--- config.mk ---
export PLATFORM = sky130hd
export DESIGN_NAME = bsr_port_ctl
export DESIGN_NICKNAME = d
export VERILOG_FILES = /design/src/rtl/bsr_port_pkg.sv /design/src/rtl/bsr_cmd_decode.sv /design/src/rtl/bsr_port_reg.sv /design/src/rtl/bsr_down_timer.sv /design/src/rtl/bsr_port_ctl.sv
export SDC_FILE = /design/constraint.sdc
export NUM_CORES = 1
export LEC_CHECK = 0
export BUFFER_PORTS_ARGS = -buffer_cell sky130_fd_sc_hd__buf_2
export CAP_MARGIN = 15
export CORE_UTILIZATION = 50
export DETAILED_ROUTE_END_ITERATION = 16
export HOLD_SLACK_MARGIN = 0.15
export PLACE_DENSITY = 0.78
export SYNTH_ARGS = -nofsm -noshare
export SYNTH_HDL_FRONTEND = slang
export SYNTH_SLANG_ARGS = --single-unit
--- constraint.sdc ---
create_clock -name clk -period 2.8 [get_ports clk]
set_input_delay 0.28 -clock clk [delete_from_list [all_inputs] [get_ports clk]]
set_output_delay 0.28 -clock clk [all_outputs]
set_load 0.01 [all_outputs]
--- src/rtl/bsr_port_pkg.sv ---
// Package: shared widths, command bundle and bit-3 source type for the
// bit-set/reset output port controller.
package bsr_port_pkg;
    localparam int ADDR_W  = 4;
    localparam int DATA_W  = 8;
    localparam int CNT_W   = 16;
    localparam int OP3_IDX = 3;

    // One-cycle command strobes produced by the bus decoder
    typedef struct packed {
        logic set_bits;
        logic clr_bits;
        logic ctr_start;
        logic ctr_stop;
    } cmd_t;

    // Source selected for the bit-3 pin
    typedef enum logic {
        SRC_REG = 1'b0,
        SRC_CTR = 1'b1
    } op3_src_e;
endpackage

--- src/rtl/bsr_cmd_decode.sv ---
// Module: bsr_cmd_decode
// Turns single-cycle bus strobes at four offsets into command pulses.
// Assumes the bus presents at most one access per cycle. The read data is
// meaningless, so it is tied to zero.
module bsr_cmd_decode
    import bsr_port_pkg::*;
#(
    parameter int ADDR_W = 4,
    parameter int DATA_W = 8,
    parameter logic [ADDR_W-1:0] SET_OFF   = 4'h1,
    parameter logic [ADDR_W-1:0] CLR_OFF   = 4'h3,
    parameter logic [ADDR_W-1:0] START_OFF = 4'h2,
    parameter logic [ADDR_W-1:0] STOP_OFF  = 4'h0
) (
    input  logic [ADDR_W-1:0] addr,
    input  logic              wr,
    input  logic              rd,
    output cmd_t              cmd,
    output logic [DATA_W-1:0] rdata
);
    // Address compare: writes drive the port commands, reads drive the counter commands
    always_comb begin
        cmd.set_bits  = wr && (addr == SET_OFF);
        cmd.clr_bits  = wr && (addr == CLR_OFF);
        cmd.ctr_start = rd && (addr == START_OFF);
        cmd.ctr_stop  = rd && (addr == STOP_OFF);
    end

    // Reads carry no information
    assign rdata = '0;
endmodule

--- src/rtl/bsr_port_reg.sv ---
// Module: bsr_port_reg
// Port register changed only by mask-driven set and clear commands.
// Assumes set and clear never arrive in the same cycle; if they do, the
// clear wins.
module bsr_port_reg #(
    parameter int DATA_W = 8
) (
    input  logic              clk,
    input  logic              rst_n,
    input  logic              set_bits,
    input  logic              clr_bits,
    input  logic [DATA_W-1:0] mask,
    output logic [DATA_W-1:0] port_q
);
    // Apply the mask-based set or clear, otherwise hold
    always_ff @(posedge clk) begin
        if (!rst_n)
            port_q <= '0;
        else if (clr_bits)
            port_q <= port_q & ~mask;
        else if (set_bits)
            port_q <= port_q | mask;
    end

    // every masked bit is one after a set command
    a_r2_set_mask: assert property (@(posedge clk) disable iff (!rst_n)
        (set_bits && !clr_bits) |=> ((port_q & $past(mask)) == $past(mask)));
    // every masked bit is zero after a clear command
    a_r3_clr_mask: assert property (@(posedge clk) disable iff (!rst_n)
        clr_bits |=> ((port_q & $past(mask)) == '0));
    // without a command the register holds
    a_r6_hold: assert property (@(posedge clk) disable iff (!rst_n)
        (!set_bits && !clr_bits) |=> $stable(port_q));
endmodule

--- src/rtl/bsr_down_timer.sv ---
// Module: bsr_down_timer
// Reloading down-counter with a ready flag and a sticky counter-mode output.
// A start strobe loads the preload value, and terminal count (zero) sets ready
// and reloads. A stop strobe halts the counter and clears ready and the output.
module bsr_down_timer #(
    parameter int CNT_W = 16
) (
    input  logic             clk,
    input  logic             rst_n,
    input  logic             start,
    input  logic             stop,
    input  logic             ctr_mode,
    input  logic [CNT_W-1:0] preload,
    output logic             ready,
    output logic             ctr_out
);
    logic [CNT_W-1:0] count;
    logic             running;

    // Counter state machine: stop > start > count/terminal
    always_ff @(posedge clk) begin
        if (!rst_n) begin
            count   <= '0;
            running <= 1'b0;
            ready   <= 1'b0;
            ctr_out <= 1'b0;
        end else if (stop) begin
            running <= 1'b0;
            ready   <= 1'b0;
            ctr_out <= 1'b0;
        end else if (start) begin
            count   <= preload;
            running <= 1'b1;
        end else if (running) begin
            if (count == '0) begin
                count <= preload;
                ready <= 1'b1;
                if (ctr_mode)
                    ctr_out <= 1'b1;
            end else begin
                count <= count - 1'b1;
            end
        end
    end

    // start loads the preload value and runs
    a_r7_start_load: assert property (@(posedge clk) disable iff (!rst_n)
        (start && !stop) |=> (running && (count == $past(preload))));
    // stop clears ready, output and running
    a_r9_stop_clear: assert property (@(posedge clk) disable iff (!rst_n)
        stop |=> (!ready && !ctr_out && !running));
    // the counter output is sticky until stop
    a_r8_out_sticky: assert property (@(posedge clk) disable iff (!rst_n)
        (ctr_out && !stop) |=> ctr_out);
    // a halted counter produces no new ready or output
    a_r9_halt_quiet: assert property (@(posedge clk) disable iff (!rst_n)
        (!running && !start && !stop) |=> ($stable(ready) && $stable(ctr_out)));
endmodule

--- src/rtl/bsr_port_ctl.sv ---
// Module: bsr_port_ctl (top)
// Bit-set/reset output port with a companion down-counter. Bits 3, 1 and 0
// are pinned out inverted. The bit-3 pin can be taken over by the counter
// output in counter mode. Assumes a single-cycle bus with one access per cycle.
module bsr_port_ctl
    import bsr_port_pkg::*;
#(
    parameter int ADDR_W = bsr_port_pkg::ADDR_W,
    parameter int DATA_W = bsr_port_pkg::DATA_W,
    parameter int CNT_W  = bsr_port_pkg::CNT_W,
    parameter logic [ADDR_W-1:0] SET_OFF   = 4'h1,
    parameter logic [ADDR_W-1:0] CLR_OFF   = 4'h3,
    parameter logic [ADDR_W-1:0] START_OFF = 4'h2,
    parameter logic [ADDR_W-1:0] STOP_OFF  = 4'h0
) (
    input  logic              clk,
    input  logic              rst_n,
    input  logic [ADDR_W-1:0] bus_addr,
    input  logic              bus_wr,
    input  logic              bus_rd,
    input  logic [DATA_W-1:0] bus_wdata,
    output logic [DATA_W-1:0] bus_rdata,
    input  logic              ctr_mode,
    input  logic [CNT_W-1:0]  ctr_preload,
    output logic              ctr_ready,
    output logic [2:0]        pin_out
);
    cmd_t              cmd;
    logic [DATA_W-1:0] port_q;
    logic              ctr_out;
    op3_src_e          op3_src;
    logic              op3_val;
    logic              unused_bits;

    bsr_cmd_decode #(
        .ADDR_W(ADDR_W), .DATA_W(DATA_W),
        .SET_OFF(SET_OFF), .CLR_OFF(CLR_OFF),
        .START_OFF(START_OFF), .STOP_OFF(STOP_OFF)
    ) u_dec (
        .addr(bus_addr), .wr(bus_wr), .rd(bus_rd),
        .cmd(cmd), .rdata(bus_rdata)
    );

    bsr_port_reg #(.DATA_W(DATA_W)) u_port (
        .clk(clk), .rst_n(rst_n),
        .set_bits(cmd.set_bits), .clr_bits(cmd.clr_bits),
        .mask(bus_wdata), .port_q(port_q)
    );

    bsr_down_timer #(.CNT_W(CNT_W)) u_tmr (
        .clk(clk), .rst_n(rst_n),
        .start(cmd.ctr_start), .stop(cmd.ctr_stop),
        .ctr_mode(ctr_mode), .preload(ctr_preload),
        .ready(ctr_ready), .ctr_out(ctr_out)
    );

    // Bit-3 pin source select
    always_comb begin
        op3_src = ctr_mode ? SRC_CTR : SRC_REG;
        op3_val = (op3_src == SRC_CTR) ? ctr_out : port_q[OP3_IDX];
    end

    // Pin inversion for the three pinned bits
    assign pin_out = ~{op3_val, port_q[1], port_q[0]};

    // Stored but unpinned bits
    assign unused_bits = ^{port_q[DATA_W-1:OP3_IDX+1], port_q[2]};
endmodule

# Word level (Yosys, flattened, before mapping)
# Index checks and enable logic that the tools add are counted.
[word_totals]
output_inout_bits = 12
reg_bits = 27
input_bits = 33
[op_classes]
n_bitwise = 7
muxes = 7
eq_ne = 3
add_sub_neg = 1
n_reduce_logical = 12
[op_table]
columns = ["operator", "n"]
rows = [
  ["2-to-1 mux 16 bit", 3],
  ["logical NOT 16 bit", 1],
  ["2-to-1 mux 8 bit", 2],
  ["subtractor 16 x 1 -> 16 bit (second input constant)", 1],
  ["bitwise AND 8 bit", 1],
  ["== test 4 x 2 -> 1 bit (second input constant)", 2],
  ["inverter 8 bit", 1],
  ["OR 8 bit", 1],
  ["== test 4 x 1 -> 1 bit (second input constant)", 1],
  ["logical AND 1 bit", 4],
  ["logical NOT 4 bit", 1],
  ["AND reduction 4 bit", 1],
  ["nonzero test 2 bit", 2],
  ["inverter 1 bit", 3],
  ["inverter 3 bit", 1],
  ["AND reduction 3 bit", 1],
  ["2-to-1 mux 1 bit", 2],
  ["AND reduction 2 bit", 1],
  ["OR reduction 2 bit", 1],
]

# Depth between registers and ports, before layout
[depth]
depth_word = 4
ltp_mapped = 8

# By module
# Synthesis repeated with hierarchy kept, for this count alone.
[hier_totals]
cells_unflattened = 194
area_unflattened_um2 = 1582.8
[by_module_without_submodules]
columns = ["mod", "area_per_inst_um2", "cells_each", "instances"]
rows = [
  ["bsr_down_timer", 1164.9, 150, 1],
  ["bsr_port_reg", 289.0, 27, 1],
  ["bsr_cmd_decode", 111.4, 14, 1],
  ["bsr_port_ctl", 17.5, 3, 1],
]

# Least setup slack after synthesis
# OpenSTA, ideal clock, no wires.
[synth_timing]
path_kind = "register to register"
startpoint = "register u_tmr.count[5]"
endpoint = "register u_tmr.count[12]"
arrival_ns = 2.113
path_buffers = 1
period_less_slack_ns = 2.235
required_time_ns = 2.678
path_stages_with_launch = 7
setup_time_ns = 0.122
slack_ns = 0.565
path_cell_list = "dfxtp_1 -> or4_4 -> or4_4 -> buf_6 -> or4_1 -> o221ai_1 -> a21oi_1"
[synth_between]
elab_chain_cells = 4
word_cells_on_any_way = 5
classes_between = "add/sub (1); mux (3); reduce/logical (1)"
[synth_rtl]
columns = ["element", "line_no", "source"]
rows = [
  ["start: declaration", "bsr_down_timer.sv:17", "logic [CNT_W-1:0] count;"],
  ["start signal: assignment", "bsr_down_timer.sv:32", "count <= preload;"],
  ["start signal: assignment", "bsr_down_timer.sv:36", "count <= preload;"],
  ["start signal: assignment", "bsr_down_timer.sv:41", "count <= count - 1'b1;"],
  ["subtractor 16 x 1 -> 16 bit or logical NOT 16 bit (tied branches)", "bsr_down_timer.sv:41, bsr_down_timer.sv:35", ""],
  ["2-to-1 mux 16 bit *", "bsr_down_timer.sv:35", "if (count == '0) begin"],
  ["2-to-1 mux 16 bit *", "bsr_down_timer.sv:34", "end else if (running) begin"],
  ["2-to-1 mux 16 bit *", "bsr_down_timer.sv:31", "end else if (start) begin"],
]
# Mark *: on every way between the ends. The rest lies on a longest branch, timed or not. The select of a mux whose other input is x is not followed.
# A chain may end at the register's enable or synchronous reset.

# Worst setup path in the final report
[layout_timing]
startpoint = "register u_tmr.count[0]"
endpoint = "register u_tmr.count[13]"
# The elaborated chain is that of the path after synthesis.

==> results.json <==
{
  "worstHoldStart": "bus_wdata[1]",
  "leakage_nw": 0.647,
  "drt_iter0_markers": 76,
  "dp_cells": 233,
  "grt_pass1_vias": 1354,
  "post_cts_resized": 0,
  "grt_use_total_pct": 24.4,
  "die_area_sq_mm": 0.00309,
  "drv_cap": 0,
  "fin_util_pct": 59.9,
  "grt_max_degree": 16,
  "hpwl_um": 2780,
  "min_period_over_period_pct": 91.1,
  "grt_pass1_wl_um": 5990,
  "ctsHoldBuffers": 0,
  "synth-seq-cells": 22,
  "cp-start-kind": "flop",
  "synthArstFlopShare_pct": 0,
  "cts_sinks": 22,
  "clk_pin_slew_ps": 130,
  "clockBufferDepth": 2,
  "crit_required_ps": 3030,
  "die_h_um": 55.6,
  "io_pins": 45,
  "drc": 0,
  "num_antenna_cells": 0,
  "die_x_um": 55.6,
  "min_path_cells": 2,
  "mostFrequentLayoutCells": "31 x buf_2, 22 x dfxtp_1, 15 x nand2_1",
  "cts_tree": "built",
  "gp_congestion": 0.899,
  "r2r-end": "u_tmr.count[13]$_SDFFE_PN0P_",
  "final-seq-area_sq_um": 440,
  "core_sq_mm": 0.00273,
  "numPortBuffers": 31,
  "clk_latency_ps": 320,
  "netlist_area_sq_mm": 0.00143,
  "ir_drop_uv": 320,
  "syn_avg_cell_area_sq_um": 8.24,
  "min_period_ps": 2550,
  "rows": 19,
  "min_path_type": "in2reg",
  "initial_utilization_pct": 52.4,
  "worstMarginPinSlew_ps": 835,
  "ys.flop_type": "dfxtp_1",
  "power.density_mw_per_mm2": 499,
  "overflow": 0,
  "clock-root-buffer": "clkbuf_4",
  "final_common_cell": "buf_2",
  "setup_viol": 0,
  "cts.htree.levels": 1,
  "routed_via_density": 6.18,
  "cts_made_buffers": 3,
  "outcome": "completed",
  "synth_edf_count": 0,
  "routed_wl_um": 3730,
  "crit_fanout": 7,
  "path_class": "reg2reg",
  "num_vias": 1471,
  "fin_skew_ps": 7.88,
  "yosysUniqueCellTypes": 51,
  "nets": 243,
  "layout.cells.non_filler": 238,
  "setup_tns_ps": 0,
  "grt_antenna_before_repair": 0,
  "grt_setup_unrepaired": "no",
  "wl_per_cell_um": 15.7,
  "drive_gt1_share_pct": 23.7,
  "synthCells": 174,
  "ff2ff_setup_slack_ps": 250,
  "ys_warn_count": 0,
  "area_growth_pct": 14.1,
  "fmax_ghz": 0.392,
  "critPathArrivalTime_ps": 2780,
  "cp-end-kind": "flop",
  "fillers": 260,
  "worstReg2RegStart": "u_tmr.count[0]$_SDFFE_PN0P_",
  "finalHoldViolCount": 0,
  "slew_headroom_pct": 42.7,
  "postCtsSetupBuffers": 0,
  "reg2regPathDepth": 7,
  "dr.pass1.iters": 4,
  "synth.yosys.seq_area_share_pct": 30.7,
  "antenna_left": 0,
  "drv_slew": 0,
  "multiInputGateArea_sq_um": 903
}
metal layers:
layer,vias to the layer above,wire length (um),GRT usage (%)
li1,717,-,-
met1,679,1550,31.6
met2,66,1870,40.3
met3,9,259,5.15
met4,0,51,7.86
met5,-,0,0
worst max path at each step:
stage,cells past startpoint,startpoint,to,slack [ps]
5_1_grt,7,u_tmr.count[0]$_SDFFE_PN0P_,u_tmr.count[13]$_SDFFE_PN0P_,170
2_1_floorplan,6,u_tmr.count[5]$_SDFFE_PN0P_,u_tmr.count[12]$_SDFFE_PN0P_,570
3_3_place_gp,7,u_tmr.count[0]$_SDFFE_PN0P_,u_tmr.count[13]$_SDFFE_PN0P_,430
6_report,7,u_tmr.count[0]$_SDFFE_PN0P_,u_tmr.count[13]$_SDFFE_PN0P_,250
3_5_place_dp,7,u_tmr.count[0]$_SDFFE_PN0P_,u_tmr.count[13]$_SDFFE_PN0P_,360
4_1_cts,7,u_tmr.count[0]$_SDFFE_PN0P_,u_tmr.count[13]$_SDFFE_PN0P_,310
stage by stage:
step	worst slack (ps)	power [mW]	cell area, sq um	hold slack, ps
2_1_floorplan	565	0.558	1460	390
3_3_place_gp	434	0.623	1590	452
3_5_place_dp	356	0.633	1590	470
4_1_cts	311	0.811	1630	154
5_1_grt	174	0.860	1640	157
6_report	248	0.816	1640	165
logic make-up after synthesis:
family          Yosys count  synth area share [%]
flops                    22                  30.7
simple gates             72                  29.2
fa+ha+maj                 2                  1.74
mux                       6                  4.36
buf+inv                  21                  8.12
other cells               1                 0.262
compound gates           50                  25.6
area by class of cell:
cell class / count / area share (%)
multi-input cells: 138 / 55.2
flip-flops and latches: 22 / 26.9
repair buffers: 35 / 11.5
well taps: 31 / 2.37
clock buffers: 4 / 2.22
inverters: 8 / 1.83
where the power goes:
part | internal, mW | switching, mW
clock | 0.0796 | 0.104
sequential | 0.325 | 0.0137
combinational | 0.117 | 0.177
Yosys cell counts, types with 2 or more instances:
library cell   n  area, sq um
or4_4          2         22.5
nand3_1        6         30.0
nor3_1         9         45.0
mux2i_1        4         40.0
o21ai_0        3         15.0
clkbuf_1       4         15.0
and2_1         2         12.5
o21ai_1        3         15.0
nor2_1         8         30.0
or2_2          3         18.8
inv_1          8         30.0
dfxtp_1       22          440
o221ai_1       2         17.5
o31a_1         3         26.3
a31oi_1        7         43.8
and3_1         2         12.5
nor4_1         4         25.0
or3_1          3         18.8
a311oi_1       3         26.3
ha_1           2         25.0
buf_4          8         60.1
o211ai_1       2         15.0
or4_1          2         15.0
o311a_1        3         30.0
o22ai_1        2         12.5
nor2b_1        6         37.5
nand2b_1       3         18.8
nand2_1       15         56.3
a21oi_1       11         55.1
critical path, cell delays in order (launching register included):
cell	delay, ps
dfxtp_1	360
inv_1	100
ha_1	190
or4b_1	490
nor2b_1	430
a21oi_1	280
and4_1	280
a2111oi_2	320
Note: power is estimated with default switching activity, not from simulation.
